<file path="config.mk">
export PLATFORM = sky130hd
export DESIGN_NAME = serial_decimal_adder
export DESIGN_NICKNAME = d
export VERILOG_FILES = /design/src/rtl/sma_pkg.sv /design/src/rtl/sma_digit_alu.sv /design/src/rtl/sma_zone_check.sv /design/src/rtl/serial_decimal_adder.sv
export SDC_FILE = /design/constraint.sdc
export NUM_CORES = 1
export LEC_CHECK = 0
export BUFFER_PORTS_ARGS = -buffer_cell sky130_fd_sc_hd__buf_2
export CORE_ASPECT_RATIO = 1.2
export CORE_UTILIZATION = 50
export DETAILED_ROUTE_END_ITERATION = 16
export MAX_ROUTING_LAYER = met4
export PLACE_DENSITY_LB_ADDON = 0.25
export SLEW_MARGIN = 20
export SYNTH_ARGS = -nofsm -noshare
export SYNTH_HDL_FRONTEND = slang
export SYNTH_HIERARCHICAL = 1
export SYNTH_SLANG_ARGS = --single-unit
</file>
<file path="constraint.sdc">
create_clock -name clk -period 10.9 [get_ports clk]
set_input_delay 2.18 -clock clk [delete_from_list [all_inputs] [get_ports clk]]
set_output_delay 2.18 -clock clk [all_outputs]
set_load 0.01 [all_outputs]
</file>
<file path="src/rtl/sma_pkg.sv">
package sma_pkg;
  localparam int DIG_W  = 4;
  localparam int ZONE_W = 2;
  localparam int CHAR_W = DIG_W + ZONE_W;

  typedef struct packed {
    logic [ZONE_W-1:0] zone;
    logic [DIG_W-1:0]  digit;
  } char_t;

  typedef enum logic [2:0] {
    S_IDLE, S_RDA, S_RDB, S_CALC, S_CRD, S_CWR, S_FIN, S_HALT
  } state_t;
endpackage

</file>
<file path="src/rtl/sma_digit_alu.sv">
module sma_digit_alu
  import sma_pkg::*;
(
  input  logic [DIG_W-1:0] a,
  input  logic [DIG_W-1:0] b,
  input  logic             cin,
  input  logic             sub,
  output logic [DIG_W-1:0] d,
  output logic             cout
);
  logic [DIG_W:0] t;

  always_comb begin
    if (sub) begin
      t    = {1'b0, a} - {1'b0, b} - {{DIG_W{1'b0}}, cin};
      cout = t[DIG_W];
      d    = cout ? DIG_W'(t + 5'd10) : t[DIG_W-1:0];
    end else begin
      t    = {1'b0, a} + {1'b0, b} + {{DIG_W{1'b0}}, cin};
      cout = (t > 5'd9);
      d    = cout ? DIG_W'(t - 5'd10) : t[DIG_W-1:0];
    end
  end
endmodule

</file>
<file path="src/rtl/sma_zone_check.sv">
module sma_zone_check
  import sma_pkg::*;
(
  input  logic [ZONE_W-1:0] zone,
  input  logic              first,
  input  logic              last,
  input  logic              ext,
  output logic              ok
);
  logic hi_ok, lo_ok;
  // bit 5: sign on the low char, or count MSB on a multi-digit high char
  assign hi_ok = first | (ext & last);
  // bit 4: overflow mark on the high char, barred on a one-digit extended operand
  assign lo_ok = last & ~(ext & first);
  assign ok    = (~zone[1] | hi_ok) & (~zone[0] | lo_ok);
endmodule

</file>
<file path="src/rtl/serial_decimal_adder.sv">
module serial_decimal_adder
  import sma_pkg::*;
#(
  parameter int ADDR_W = 8,
  parameter int MAX_N  = 44,
  localparam int CNT_W = $clog2(MAX_N + 1)
) (
  input  logic              clk,
  input  logic              rst_n,
  input  logic              start,
  input  logic [CNT_W-1:0]  n_digits,
  input  logic [ADDR_W-1:0] addr_a,
  input  logic [ADDR_W-1:0] addr_b,
  input  logic              two_ind,
  output logic              busy,
  output logic              done,
  output logic              alarm,
  output logic              ovf1,
  output logic              ovf2,
  output logic              mem_en,
  output logic              mem_we,
  output logic [ADDR_W-1:0] mem_addr,
  output logic [CHAR_W-1:0] mem_wdata,
  input  logic [CHAR_W-1:0] mem_rdata
);
  state_t            st;
  logic [CNT_W-1:0]  n_q, rem_q;
  logic [ADDR_W-1:0] cur_a, cur_b, base_a;
  logic              ext_q, carry_q, sub_q, sign_b_q, ovf1_q, ovf2_q;
  char_t             a_q, rd_c, wr_c;

  logic              first, last, sub_now, ovfc, bad, fault;
  logic              alu_sub, alu_cout;
  logic [DIG_W-1:0]  alu_a, alu_b, alu_d;
  logic [1:0]        zone_ok;
  logic [ZONE_W-1:0] sat_zone;

  assign rd_c  = char_t'(mem_rdata);
  assign first = (rem_q == n_q);
  assign last  = (rem_q == CNT_W'(1));

  // one legality checker per operand
  for (genvar g = 0; g < 2; g++) begin : g_zchk
    sma_zone_check u_zc (
      .zone  (g == 0 ? a_q.zone : rd_c.zone),
      .first (first),
      .last  (last),
      .ext   (ext_q),
      .ok    (zone_ok[g])
    );
  end

  assign sub_now = first ? (a_q.zone[1] ^ rd_c.zone[1]) : sub_q;
  assign alu_a   = (st == S_CWR) ? '0 : a_q.digit;
  assign alu_b   = rd_c.digit;
  assign alu_sub = (st == S_CWR) ? 1'b1 : sub_now;

  sma_digit_alu u_alu (
    .a(alu_a), .b(alu_b), .cin(carry_q), .sub(alu_sub), .d(alu_d), .cout(alu_cout)
  );

  assign ovfc  = last & ~sub_now & alu_cout;
  assign fault = ~&zone_ok | (a_q.digit > 4'd9) | (rd_c.digit > 4'd9);
  assign bad   = fault | (ovfc & (ext_q ? ovf2_q : ovf1_q));
  assign sat_zone = (a_q.zone == 2'b11) ? 2'b11 : a_q.zone + {1'b0, ovfc};

  always_comb begin
    wr_c = '0;
    if (st == S_CWR) begin
      wr_c.digit = alu_d;
      wr_c.zone  = rd_c.zone;
      if (first) wr_c.zone[1] = sign_b_q;
    end else begin
      wr_c.digit = alu_d;
      if (first) wr_c.zone[1] = a_q.zone[1];
      if (last) begin
        if (ext_q && !first) wr_c.zone = sat_zone;
        else                 wr_c.zone[0] = a_q.zone[0] | ovfc;
      end
    end
  end

  always_comb begin
    mem_en   = 1'b0;
    mem_we   = 1'b0;
    mem_addr = cur_a;
    unique case (st)
      S_RDA, S_CRD: mem_en = 1'b1;
      S_RDB: begin mem_en = 1'b1; mem_addr = cur_b; end
      S_CALC: begin mem_en = ~bad; mem_we = ~bad; end
      S_CWR: begin mem_en = 1'b1; mem_we = 1'b1; end
      default: ;
    endcase
  end
  assign mem_wdata = wr_c;

  always_ff @(posedge clk) begin
    if (!rst_n) begin
      st <= S_IDLE;
      n_q <= '0; rem_q <= '0;
      cur_a <= '0; cur_b <= '0; base_a <= '0;
      ext_q <= 1'b0; carry_q <= 1'b0; sub_q <= 1'b0; sign_b_q <= 1'b0;
      ovf1_q <= 1'b0; ovf2_q <= 1'b0;
      a_q <= '0;
    end else begin
      unique case (st)
        S_IDLE, S_FIN: begin
          st <= S_IDLE;
          if (start) begin
            if (n_digits > CNT_W'(MAX_N)) st <= S_HALT;
            else if (n_digits == '0)      st <= S_FIN;
            else begin
              st <= S_RDA;
              n_q <= n_digits; rem_q <= n_digits;
              cur_a <= addr_a; base_a <= addr_a; cur_b <= addr_b;
              ext_q <= two_ind; carry_q <= 1'b0;
            end
          end
        end
        S_RDA: st <= S_RDB;
        S_RDB: begin a_q <= rd_c; st <= S_CALC; end
        S_CALC: begin
          if (bad) st <= S_HALT;
          else begin
            carry_q <= alu_cout;
            if (first) begin sub_q <= sub_now; sign_b_q <= rd_c.zone[1]; end
            if (ovfc) begin
              if (!ovf1_q) ovf1_q <= 1'b1;
              else         ovf2_q <= 1'b1;
            end
            cur_a <= cur_a - 1'b1;
            cur_b <= cur_b - 1'b1;
            rem_q <= rem_q - 1'b1;
            if (!last) st <= S_RDA;
            else if (sub_now && alu_cout) begin
              st <= S_CRD; cur_a <= base_a; rem_q <= n_q; carry_q <= 1'b0;
            end else st <= S_FIN;
          end
        end
        S_CRD: st <= S_CWR;
        S_CWR: begin
          carry_q <= alu_cout;
          cur_a <= cur_a - 1'b1;
          rem_q <= rem_q - 1'b1;
          st <= last ? S_FIN : S_CRD;
        end
        default: st <= S_HALT;
      endcase
    end
  end

  assign busy  = (st != S_IDLE) && (st != S_FIN) && (st != S_HALT);
  assign done  = (st == S_FIN);
  assign alarm = (st == S_HALT);
  assign ovf1  = ovf1_q;
  assign ovf2  = ovf2_q;
endmodule

</file>
After elaboration in Yosys (flattened, before gate mapping)

Index checks and enable logic that the tools add are counted.
Widths: inputs -> output; s select.

Add/subtract/negate cells: 10
Order comparisons: 4
Equal/unequal tests: 16
Mux-type cells: 52
Bitwise gates (word level): 27
Reductions and logical operators: 20

Operators by type and width:

| kind                | count |
|---|---|
| $mux 8              | 11 |
| $mux 6              | 7 |
| $pmux 8 s3          | 1 |
| $pmux 3 s6          | 1 |
| $pmux 6 s3          | 1 |
| $mux 4              | 4 |
| $pmux 8 s2          | 1 |
| $sub 8x1->8 const B | 2 |
| $mux 3              | 5 |
| $mux 1              | 14 |
| $eq 3x3->1 const B  | 4 |
| $reduce_and 5->1    | 2 |
| $not 1->1           | 9 |
| $or 1x1->1          | 9 |
| $and 1x1->1         | 8 |
| $gt 4x4->1 const B  | 2 |
| $mux 2              | 4 |
| $ne 2x2->1 const B  | 4 |
| $reduce_and 4->1    | 2 |
| $eq 3x2->1 const B  | 2 |
| $eq 6x1->1 const B  | 1 |
| $eq 6x6->1          | 1 |
| $gt 6x6->1 const B  | 1 |
| $logic_not 6->1     | 1 |
| other kinds (24)    | 32 |

Bits in registers: 51

Logic depth before layout (Yosys ltp)

Gate-level depths: netlist of the first run.

Depth in word-level cells: 13
Gate-level depth with buffers: 18

Hierarchy

Netlist of the first run, hierarchy kept.

Modules (own cells, without submodules):

| module               | instances | cells an instance | area each (µm²) |
|---|---|---|---|
| serial_decimal_adder | 1         | 390               | 3,066.7 |
| sma_digit_alu        | 1         | 72                | 579.3 |
| sma_zone_check       | 2         | 5                 | 30.0 |

Least setup slack after synthesis of the first run

Ideal clock, no wire load.

Kind: input -> output
From: input port mem_rdata[0]
To: output port mem_wdata[4]
Data arrival time: 4.908 ns
Required time: 8.720 ns
Setup slack: 3.812 ns
Stages: 13
Cell sequence: fa_1 fa_1 xor2_1 ha_1 a221oi_2 o31a_2 nand3_1 nor2_4 inv_2 ha_1 a21oi_1 mux2i_1 a22o_1

Cells in the longest elaborated chain, start to end: 10

RTL lines:

| what               | line                       | source |
|---|---|---|
| start, declared    | serial_decimal_adder.sv:24 | `input logic [CHAR_W-1:0] mem_rdata` |
| $add 4x4->5        | sma_digit_alu.sv:19        | `t = {1'b0, a} + {1'b0, b} + {{DIG_W{1'b0}}, cin};` |
| $add 5x1->5        | sma_digit_alu.sv:19        |  |
| $gt 5x4->1         | sma_digit_alu.sv:20        | `cout = (t > 5'd9);` |
| $mux 1 (*)         | sma_digit_alu.sv:14        | `if (sub) begin` |
| named net alu_cout | serial_decimal_adder.sv:33 | `logic alu_sub, alu_cout;` |
| $and 1x1->1 (*)    | serial_decimal_adder.sv:62 | `assign ovfc = last & ~sub_now & alu_cout;` |
| $add 2x1->2        | serial_decimal_adder.sv:65 | `assign sat_zone = (a_q.zone == 2'b11) ? 2'b11 : a_q.zone + {1'b0, ovfc};` |
| $mux 2             | serial_decimal_adder.sv:65 |  |
| $mux 1 (*)         | serial_decimal_adder.sv:77 | `if (ext_q && !first) wr_c.zone = sat_zone;` |
| $mux 2 (*)         | serial_decimal_adder.sv:76 | `if (last) begin` |
| $mux 6 (*)         | serial_decimal_adder.sv:69 | `if (st == S_CWR) begin` |
| end, declared      | serial_decimal_adder.sv:23 | `output logic [CHAR_W-1:0] mem_wdata,` |

Mark *: on every way through the listed nets, which the timed path passes. The rest lies on a longest branch.

Final worst setup path of the first run

From: input port mem_rdata[0]
To: output port mem_en

Cells in the longest elaborated chain, start to end: 9

RTL lines:

| what                           | line                       | source |
|---|---|---|
| $add 4x4->5                    | sma_digit_alu.sv:19        |  |
| $add 5x1->5                    | sma_digit_alu.sv:19        |  |
| $gt 5x4->1                     | sma_digit_alu.sv:20        |  |
| $mux 1 (*)                     | sma_digit_alu.sv:14        |  |
| named net alu_cout             | serial_decimal_adder.sv:33 |  |
| $and 1x1->1 (*)                | serial_decimal_adder.sv:62 |  |
| $and 1x1->1 (*)                | serial_decimal_adder.sv:64 | `assign bad = fault \| (ovfc & (ext_q ? ovf2_q : ovf1_q));` |
| $or 1x1->1 (*)                 | serial_decimal_adder.sv:64 |  |
| $not 1->1 (no source line) (*) | -                          |  |
| $pmux 1 s2 (*)                 | serial_decimal_adder.sv:87 | `unique case (st)` |
| end, declared                  | serial_decimal_adder.sv:20 | `output logic mem_en,` |

Marks and branches as above.

==> flow_summary_export.csv, run 1 <==
group,metric,value,unit
die,die_h,96.3,µm
clocking,clkTransAtPathRegs,0.11,ns
critical_path,slowest_stage,"o21ai_2",
timing,maxSlewViolCount,0,
critical_path,max_stage_delay,0.58,ns
synth,yosysMostFrequentCell,"nand2_1",
critical_path,crit_buf_inv,3,
critical_path,path_delay_family,"compound AO/OA/AOI/OAI gates",
pwr,p_switching,0.000580,W
pwr,swShare,49.8,%
synth,synth_edf_count,0,
min_path,min_from,"base_a[2]$_SDFFE_PN0P_",
route,drc,0,
critical_path,reg2reg_from,"st[0]$_SDFF_PN0_",
synth,synth_fp_nets,525,
pwr,peakVddDrop,0.140,mV
critical_path,cp_data_required_time,8.72,ns
clocking,cts_hold_buf,0,
clocking,cts-resized-gates,0,
timing,report.final.hold_viol_count,0,
critical_path,critPathLaunchType,"input pin",
cells_and_area,drive_gt1_share,17.7,%
route,drt-initial-drc-count,298,
critical_path,worstPathArrival,5.57,ns
clocking,clockRootBuffer,"clkbuf_8",
clocking,clk_latency,0.32,ns
timing,period_share,71.1,%
die,core,7230,µm²
timing,skew,0.00562,ns
synth,synth_top_area_share,27.5,%
cells_and_area,seq_area,1020,µm²
route,vias,3678,
route,vias_per_cell,6.14,
clocking,cts_buffer_depth,2,
global_routing,grt_max_degree,31,
min_path,worstHoldPathType,"reg -> reg",
cells_and_area,fin_nets,561,
critical_path,worstSetupStartpoint,"mem_rdata[0]",
pwr,powerDensity,285,nW/µm²
die,num_rows,34,
critical_path,cp_cell_sequence,"buf_2 -> fa_1 -> fa_1 -> xor2_1 -> ha_1 -> a221oi_2 -> o31a_2 -> nand3_1 -> nor2_4 -> inv_2 -> o21ai_2 -> o21ai_0 -> buf_2",
clocking,cts_setup_buffers,0,
global_routing,grt_pass1_vias,3300,
cells_and_area,multi_input_area,2470,µm²
synth,yosysWarnings,6,
cells_and_area,syn_to_final_growth,10.3,%
synth,synth-main-ff-cell,"dfxtp_1",
critical_path,critPathMaxFanout,17,
pwr,p_clk_share,10.4,%
place,place.gp.congestion,0.998,
clocking,clkSinkCount,51,
synth,synthTopCellsByCount,"62 x nand2_1, 51 x dfxtp_1, 42 x a21oi_1, 31 x nor2_1, 28 x o21ai_0",
place,portBuffers,52,
cells_and_area,n_antenna_cell,0,
clocking,htree_num_levels,2,
timing,finalSetupTns,0,ns
critical_path,cp-end-kind,"primary output",
timing,setup_viol,0,
die,die_w,80.6,µm
cells_and_area,fill_cells,700,
pwr,p_comb_share,63.0,%
synth,synth.largest_area_cell,"dfxtp_1",
synth,netlist_instances,472,
synth,syn_avg_cell_area,7.85,µm²
timing,hold_ws,0.460,ns
pwr,seqPwrFrac,26.6,%
pwr,p_leak,1.69,nW
timing,relSlewSlack,28.2,%
route,firstDrtPassIters,5,
run_status,status,"complete, no violations",
synth,synth.cell_area,3710,µm²
route,ant_nets,0,
die,initial_core_util,51.2,%
global_routing,globalRouteOverflowTotal,0,
clocking,cts_tree,"done",
global_routing,antenna_found_initial,0,
die,die_area,7760,µm²
synth,ys_types,70,
synth,synth_area_leaders,"dfxtp_1 28%, nand2_1 6.3%, ha_1 5.7%",
timing,timing.fmax,0.129,GHz
place,dpl.hpwl,7050,µm
timing,period_needed,7.75,ns
synth,synthArstFlopShare,0,%
route,wl,9750,µm
clocking,cts_buffers,5,
route,wl_per_cell,16.3,µm
critical_path,critical_path_class,"in -> out",
global_routing,grtUsageTotal,27.0,%
synth,ys_seq_area_share,27.5,%
run,max_cap_violations,0,
pwr,power.internal,0.000583,W
timing,worst_pin_slew,1.08,ns
global_routing,grt_pass1_wl,15800,µm
timing,rsz0062_at_grt,"false",
die,io_pins,53,
synth,synth_seq_cells,51,
## worst paths after layout
check | endpoint | slack, ns | depth (start not counted)
min | base_a[2]$_SDFFE_PN0P_ | 0.46 | 2
min reg2reg | base_a[2]$_SDFFE_PN0P_ | 0.46 | 2
max | mem_en | 3.15 | 13
max reg2reg | cur_a[5]$_SDFFE_PN0P_ | 5.89 | 14
## worst register-to-register path, cell delays in order, from the launching register on
cell and delay, ns:
dfxtp_1 0.61, nand2_1 0.12, or2_0 0.38, and2_1 0.28, fa_1 0.47, fa_1 0.42
xor2_1 0.19, ha_1 0.27, a221oi_2 0.37, o31a_2 0.24, nand3_1 0.15, a21o_1 0.25
nor4_2 0.62, o21ai_0 0.25, a32o_1 0.30
## layout by cell type (no fill, tap or decap), types with 8 or more instances in the layout
cell type / instances
inv_1: 26
nand2_1: 62
nor3_1: 8
nor4_1: 8
buf_2: 52
nand3_1: 10
dfxtp_1: 51
nor2_1: 31
o21ai_0: 28
ha_1: 17
mux2i_1: 9
a21oi_1: 42
xor2_1: 10
mux2_2: 9
a31oi_1: 8
## kinds of logic (layout without fill, tap and decap cells)
kind of cell               Yosys count  after routing  synth area share, %
muxes                               18             18                 5.17
AOI/OAI and AO/OA                  147            147                 26.9
and+or+nand+nor                    166            166                 22.9
buffers and inverters               54             91                 6.04
adders and majority gates           21             21                 7.90
xor gates and xnor gates            15             15                 3.54
DFF                                 51             51                 27.5
## power groups by stage
stage / logic (W) / registers [W] / clock network (W)
3_3_place_gp: 0.000704 / 0.000310 / 0
6_report: 0.000733 / 0.000309 / 0.000121
5_1_grt: 0.000809 / 0.000319 / 0.000131
3_5_place_dp: 0.000722 / 0.000312 / 0
2_1_floorplan: 0.000574 / 0.000280 / 0
4_1_cts: 0.000726 / 0.000308 / 0.000123
## sequential cells by signal, summed over array words and instances (netlist names)
name and flops:
ovf1 1, cur_a 8, sign_b_q 1, sub_q 1, a_q 6, base_a 8
carry_q 1, st 3, ovf2 1, cur_b 8, ext_q 1, n_q 6
rem_q 6
## through the flow
| step | worst slack (ns) | util, % | instance area (µm²) | total power [W] | std cells |
|---|---|---|---|---|---|
| after floorplan | 3.81 | - | 3710 | 0.000854 | 472 |
| after detailed placement | 3.13 | 55.2 | 3990 | 0.00103 | 591 |
| final | 3.15 | 56.5 | 4090 | 0.00116 | 599 |
| after global routing | 2.91 | 56.5 | 4090 | 0.00126 | 599 |
| after global placement | 3.30 | 55.2 | 3990 | 0.00101 | 591 |
| after CTS | 3.13 | 56.5 | 4090 | 0.00116 | 599 |
## cell type report
class	instances	share of cell area [%]
inverter	28	2.60
timing repair buffer	55	6.92
sequential	51	25.0
multi-input combinational	367	60.3
clock inverter	3	0.704
clock buffer	5	1.68
tap	90	2.76
## routing by layer
metal  up-vias  GRT usage [%]  part of all wire (%)
li1       1805              -                     -
met1      1713           34.2                    44
met2       143           44.6                    48
met3        17           3.32                   5.8
met4         0           8.78                   1.6
met5         -              -                     0
(Power assumes the default switching activity.)
==> run 2, diff against run 1 <==
Clock period 10.9 ns to 7.98 ns, I/O delays scaled along.
==> run 2 against run 1 <==
  * Final cell count up 0.17%
  * Register-to-register slack got worse by 2.9 ns
  * Core utilization is 0.43 points higher
  * Critical endpoint is now mem_wdata[5]
==> flow_summary_export.csv, run 2 (synthesized netlist as in run 1, its figures left out) <==
group,metric,value,unit
clocking,clk_latency,0.31,ns
die,die_h,96.3,µm
critical_path,max_stage_delay,0.62,ns
critical_path,reg2reg_from,"st[0]$_SDFF_PN0_",
critical_path,critPathLaunchType,"flip-flop",
route,wl_per_cell,16.4,µm
timing,relSlewSlack,29.4,%
min_path,hold_end,"base_a[7]$_SDFFE_PN0P_",
timing,worst_pin_slew,1.06,ns
die,io_pins,53,
clocking,cts_setup_buffers,0,
pwr,power,0.00161,W
critical_path,slowest_stage,"dfxtp_1",
clocking,cts-resized-gates,0,
route,ant_nets,0,
clocking,cts_tree,"done",
clocking,clkTransAtPathRegs,0.10,ns
die,die_w,80.6,µm
die,initial_core_util,51.2,%
clocking,clkSinkCount,51,
clocking,cts_hold_buf,0,
cells_and_area,mostFrequentLayoutCells,"62 x nand2_1, 52 x buf_2, 51 x dfxtp_1",
timing,period_share,81.6,%
clocking,clockRootBuffer,"clkbuf_8",
pwr,peakVddDrop,0.204,mV
timing,report.final.hold_viol_count,0,
die,core,7230,µm²
global_routing,antenna_found_initial,0,
place,place_area,4000,µm²
global_routing,grt_max_degree,31,
timing,finalSetupTns,0,ns
critical_path,rrSetupSlack,2.95,ns
critical_path,cp_data_required_time,6.38,ns
timing,rsz0062_at_grt,"false",
global_routing,globalRouteOverflowTotal,0,
cells_and_area,drive_gt1_share,17.8,%
route,drc,0,
critical_path,path_delay_family,"compound AO/OA/AOI/OAI gates",
min_path,min_from,"base_a[7]$_SDFFE_PN0P_",
min_path,worstHoldPathType,"reg -> reg",
critical_path,r2r-end,"cur_a[6]$_SDFFE_PN0P_",
critical_path,worst-r2r-cell-count,14,
place,dpl.hpwl,7020,µm
cells_and_area,fin_nets,562,
pwr,p_leak,1.71,nW
critical_path,worstPathArrival,4.92,ns
global_routing,grt_pass1_vias,3252,
timing,hold_ws,0.457,ns
timing,setup_slack,1.47,ns
cells_and_area,syn_to_final_growth,11.1,%
cells_and_area,mostFrequentLayoutCell,"nand2_1",
critical_path,critPathMaxFanout,13,
clocking,htree_num_levels,2,
place,portBuffers,52,
run,max_cap_violations,0,
timing,timing.fmax,0.154,GHz
route,drt-initial-drc-count,284,
cells_and_area,top_regs,"base_a x8, cur_a x8, cur_b x8",
die,die_area,7760,µm²
pwr,powerDensity,392,nW/µm²
route,vias,3641,
route,firstDrtPassIters,5,
die,num_rows,34,
cells_and_area,stdcell_area,4120,µm²
timing,period_needed,6.51,ns
timing,skew,0.0102,ns
global_routing,grt_pass1_wl,15600,µm
route,vias_per_cell,6.07,
critical_path,cp_cell_sequence,"nand2_1 -> or2_0 -> and2_1 -> fa_1 -> fa_1 -> and2b_2 -> o21ai_0 -> nand2_1 -> o31a_2 -> nand3_1 -> nor2_4 -> ha_1 -> o21ai_0 -> a31oi_1 -> a221oi_1 -> a31oi_1 -> buf_2",
cells_and_area,fill_cells,703,
global_routing,grtUsageTotal,26.4,%
clocking,cts_buffer_depth,2,
timing,setup_viol,0,
timing,maxSlewViolCount,0,
critical_path,cp-end-kind,"primary output",
place,place_ws,1.53,ns
place,place.gp.congestion,1.01,
clocking,cts_buffers,5,
run_status,status,"complete, no violations",
min_path,min_delay_path_depth,2,
cells_and_area,n_antenna_cell,0,
critical_path,critical_path_class,"reg -> out",
route,wl,9840,µm
critical_path,crit_buf_inv,1,
run 2: cell types whose count changed in the layout (fill, tap and decap cells not counted), sizes merged:
cell    before  now
clkbuf       5    6
clkinv       3    1
bufinv       0    1
buf         55   56
run 2: through the flow:
step	cells	util, %
6_report	600	56.9
5_1_grt	600	56.9
4_1_cts	600	56.9
3_5_place_dp	592	55.3
3_3_place_gp	592	55.3
2_1_floorplan	472	-
run 2: final cells by class:
class                   count  area, µm²  area share [%]
clock buffers               6       82.6            2.01
flip-flops and latches     51       1020            24.8
clock inverters             2       38.8           0.942
well taps                  90        113            2.73
inverters                  28        106            2.58
multi-input cells         367       2470            59.9
repair buffers             56        290            7.05
run 2: per-layer routing:
layer  vias up  track usage [%]  routed length, µm
li1       1797                -                  -
met1      1696             34.0               4470
met2       131             42.9               4650
met3        17             2.94                535
met4         0             8.78                189
met5         -                -                  0
run 2: how the worst max path moves through the flow:
stage,from,end,cells past startpoint
CTS,mem_rdata[0],mem_wdata[5],15
global route,st[0]$_SDFF_PN0_,mem_wdata[5],17
finish,st[0]$_SDFF_PN0_,mem_wdata[5],17
detailed placement,mem_rdata[0],mem_wdata[5],15
global placement,mem_rdata[0],mem_wdata[5],15
floorplan,mem_rdata[0],mem_wdata[4],13
run 2: report_power, final:
group	total, W	internal (W)	switching, W	leakage, nW
clock	0.000197	0.000103	0.0000933	0.0618
sequential	0.000423	0.000325	0.0000980	0.417
combinational	0.000995	0.000406	0.000589	1.23
run 2: worst register-to-register path, cell delays in order (launching register included):
cell	delay, ns
dfxtp_1	0.62
nand2_1	0.12
or2_0	0.37
and2_1	0.29
fa_1	0.48
fa_1	0.41
xor2_1	0.19
ha_1	0.27
a221oi_2	0.38
o31a_2	0.24
nand3_1	0.14
a21o_1	0.24
nor4_2	0.61
o21ai_0	0.27
a32o_1	0.31
==> run 3, diff against run 2 <==
Settings changed: ABC_AREA set to 1.
Clock period 7.98 ns to 6.7 ns, I/O delays scaled along.
==> run 3 against run 2 <==
  * Combinational power up 54%
  * Largest cell class unchanged
  * Flip-flop and latch count unchanged
  * Final cell count is 34% higher
  * Clock power hardly changed
  * Critical endpoint unchanged
  * Core utilization shrank 1.1 points
==> flow_summary_export.csv, run 3 <==
group,metric,value,unit
run_status,status,"complete, no violations",
route,firstDrtPassIters,4,
global_routing,grt_pass1_vias,4200,
synth,synthArstFlopShare,0,%
route,ant_nets,0,
global_routing,grt_pass1_wl,18000,µm
synth,synth_edf_count,0,
global_routing,antenna_found_initial,0,
route,drc,0,
timing,period_needed,5.91,ns
timing,period_share,88.3,%
clocking,cts_buffers,5,
timing,maxSlewViolCount,0,
synth,syn_avg_cell_area,6.22,µm²
synth,ys_types,36,
synth,synth.cell_area,4140,µm²
clocking,cts-resized-gates,0,
critical_path,critical_path_class,"in -> out",
global_routing,grt_max_degree,46,
clocking,cts_setup_buffers,0,
critical_path,worstPathArrival,4.57,ns
synth,netlist_instances,665,
place,dpl.hpwl,7750,µm
cells_and_area,fin_nets,758,
global_routing,globalRouteOverflowTotal,0,
clocking,clk_latency,0.32,ns
cells_and_area,drive_gt1_share,16.3,%
clocking,clkTransAtPathRegs,0.11,ns
timing,rsz0062_at_grt,"false",
clocking,cts_tree,"done",
timing,skew,0.00975,ns
min_path,worstHoldPathType,"reg -> reg",
pwr,power.internal,0.00103,W
timing,report.final.hold_viol_count,0,
cells_and_area,syn_to_final_growth,8.77,%
pwr,p_clk_share,8.7,%
timing,relSlewSlack,40.9,%
critical_path,critPathLaunchType,"input pin",
synth,synth_top_area_share,24.7,%
route,wl,10600,µm
route,wl_per_cell,13.2,µm
die,die_w,85.0,µm
timing,setup_viol,0,
clocking,htree_num_levels,2,
synth,synth-main-ff-cell,"dfxtp_1",
cells_and_area,mostFrequentLayoutCell,"nand2_1",
pwr,peakVddDrop,0.260,mV
pwr,seqPwrFrac,23.3,%
synth,synth.largest_area_cell,"dfxtp_1",
die,die_area,8640,µm²
cells_and_area,fin_util,55.8,%
synth,synth_fp_nets,718,
die,core,8060,µm²
clocking,clkSinkCount,51,
cells_and_area,mostFrequentLayoutCells,"174 x nand2_1, 84 x inv_1, 78 x nor2_1",
timing,finalSetupTns,0,ns
synth,ys_seq_area_share,24.7,%
clocking,cts_buffer_depth,2,
synth,synth_seq_cells,51,
route,drt-initial-drc-count,157,
timing,worst_pin_slew,0.884,ns
die,num_rows,36,
cells_and_area,fill_cells,832,
pwr,p_comb_share,68.0,%
synth,yosysMostFrequentCell,"nand2_1",
route,vias_per_cell,5.32,
route,vias,4258,
pwr,swShare,54.1,%
pwr,powerDensity,501,nW/µm²
die,io_pins,53,
pwr,p_switching,0.00122,W
critical_path,cp-end-kind,"primary output",
cells_and_area,n_antenna_cell,0,
clocking,clockRootBuffer,"clkbuf_8",
synth,synth_area_leaders,"dfxtp_1 25%, nand2_1 16%, inv_1 7.6%",
pwr,p_leak,2.26,nW
timing,timing.fmax,0.169,GHz
clocking,cts_hold_buf,0,
global_routing,grtUsageTotal,26.2,%
synth,yosysWarnings,6,
place,place.gp.congestion,0.932,
synth,synthTopCellsByCount,"174 x nand2_1, 84 x inv_1, 78 x nor2_1",
critical_path,critPathMaxFanout,4,
die,die_h,102,µm
die,initial_core_util,51.3,%
run,max_cap_violations,0,
cells_and_area,top_regs,"base_a x8, cur_a x8, cur_b x8",
critical_path,cp_data_required_time,5.36,ns
place,portBuffers,52,
==> run 3: cell types whose count changed after synthesis, sizes merged, moves of 8 or more <==
cell | previous run | this run
mux2 | 9 | 0
nand3 | 10 | 55
inv | 27 | 98
mux2i | 9 | 0
nor2 | 32 | 93
nand4 | 2 | 14
o21ai | 29 | 51
nand2 | 63 | 192
nor4 | 10 | 2
clkbuf | 20 | 9
a21oi | 43 | 27
and2 | 8 | 0
==> run 3: final timing paths <==
kind,startpoint,endpoint,slack (ns),cells past startpoint
max,mem_rdata[0],mem_wdata[5],0.79,23
min,a_q[0]$_SDFFE_PN0P_,a_q[0]$_SDFFE_PN0P_,0.47,2
max reg2reg,st[0]$_SDFF_PN0_,rem_q[5]$_SDFFE_PN0P_,2.31,25
min reg2reg,a_q[0]$_SDFFE_PN0P_,a_q[0]$_SDFFE_PN0P_,0.47,2
==> run 3: power groups by stage <==
stage	registers [W]	logic (W)	clock network (W)
finish	0.000525	0.00153	0.000196
global route	0.000540	0.00174	0.000211
CTS	0.000523	0.00153	0.000198
detailed placement	0.000529	0.00152	0
global placement	0.000526	0.00149	0
floorplan	0.000500	0.00122	0
==> run 3: critical path, cell delays in order <==
cell,delay [ns]
buf_2,0.12
fa_1,0.42
fa_1,0.54
inv_1,0.08
ha_1,0.20
inv_1,0.08
nor2_1,0.05
a21oi_2,0.11
nand2_1,0.11
nand2_2,0.11
nand2_1,0.05
o21ai_0,0.10
inv_1,0.12
nor2_4,0.12
nand2_1,0.10
inv_1,0.10
ha_1,0.17
nand3_1,0.08
o21ai_0,0.08
nor3_1,0.07
o21ai_0,0.16
o21ai_0,0.11
buf_2,0.15
==> run 3: area by class of cell <==
cell class | count | area (µm²) | area share (%)
multi-input cells | 495 | 2630 | 58.3
flip-flops and latches | 51 | 1020 | 22.7
well taps | 95 | 119 | 2.64
clock buffers | 5 | 68.8 | 1.53
clock inverters | 3 | 23.8 | 0.528
inverters | 98 | 368 | 8.17
repair buffers | 54 | 275 | 6.12
==> run 3: kinds of logic after synthesis <==
kind of cell             after synthesis  synth area share (%)
XOR/XNOR                              13                  2.75
flip-flops                            51                  24.7
adder cells (fa/ha/maj)               21                  7.08
buffers and inverters                119                  11.9
AO/OA/AOI/OAI                         89                  11.4
AND/OR/NAND/NOR                      372                  42.2
==> run 3: stage by stage <==
step	total power, W	hold slack, ns	std cells	cell area, µm²	setup WS (ns)
after detailed placement	0.00205	0.453	793	4410	0.840
after floorplan	0.00172	0.430	665	4140	1.25
after global routing	0.00249	0.503	801	4500	0.486
after CTS	0.00226	0.471	801	4500	0.828
final	0.00225	0.470	801	4500	0.786
after global placement	0.00201	0.443	793	4410	1.03
==> run 3: routing by layer <==
| metal | global-route usage [%] | wire, µm | vias to the layer above | share of wire, % |
|---|---|---|---|---|
| met5 | - | 0 | - | 0 |
| met4 | 9.65 | 286 | 0 | 2.7 |
| met3 | 3.02 | 455 | 22 | 4.3 |
| met2 | 51.4 | 5510 | 106 | 52 |
| met1 | 26.6 | 4310 | 1945 | 41 |
| li1 | - | - | 2185 | - |
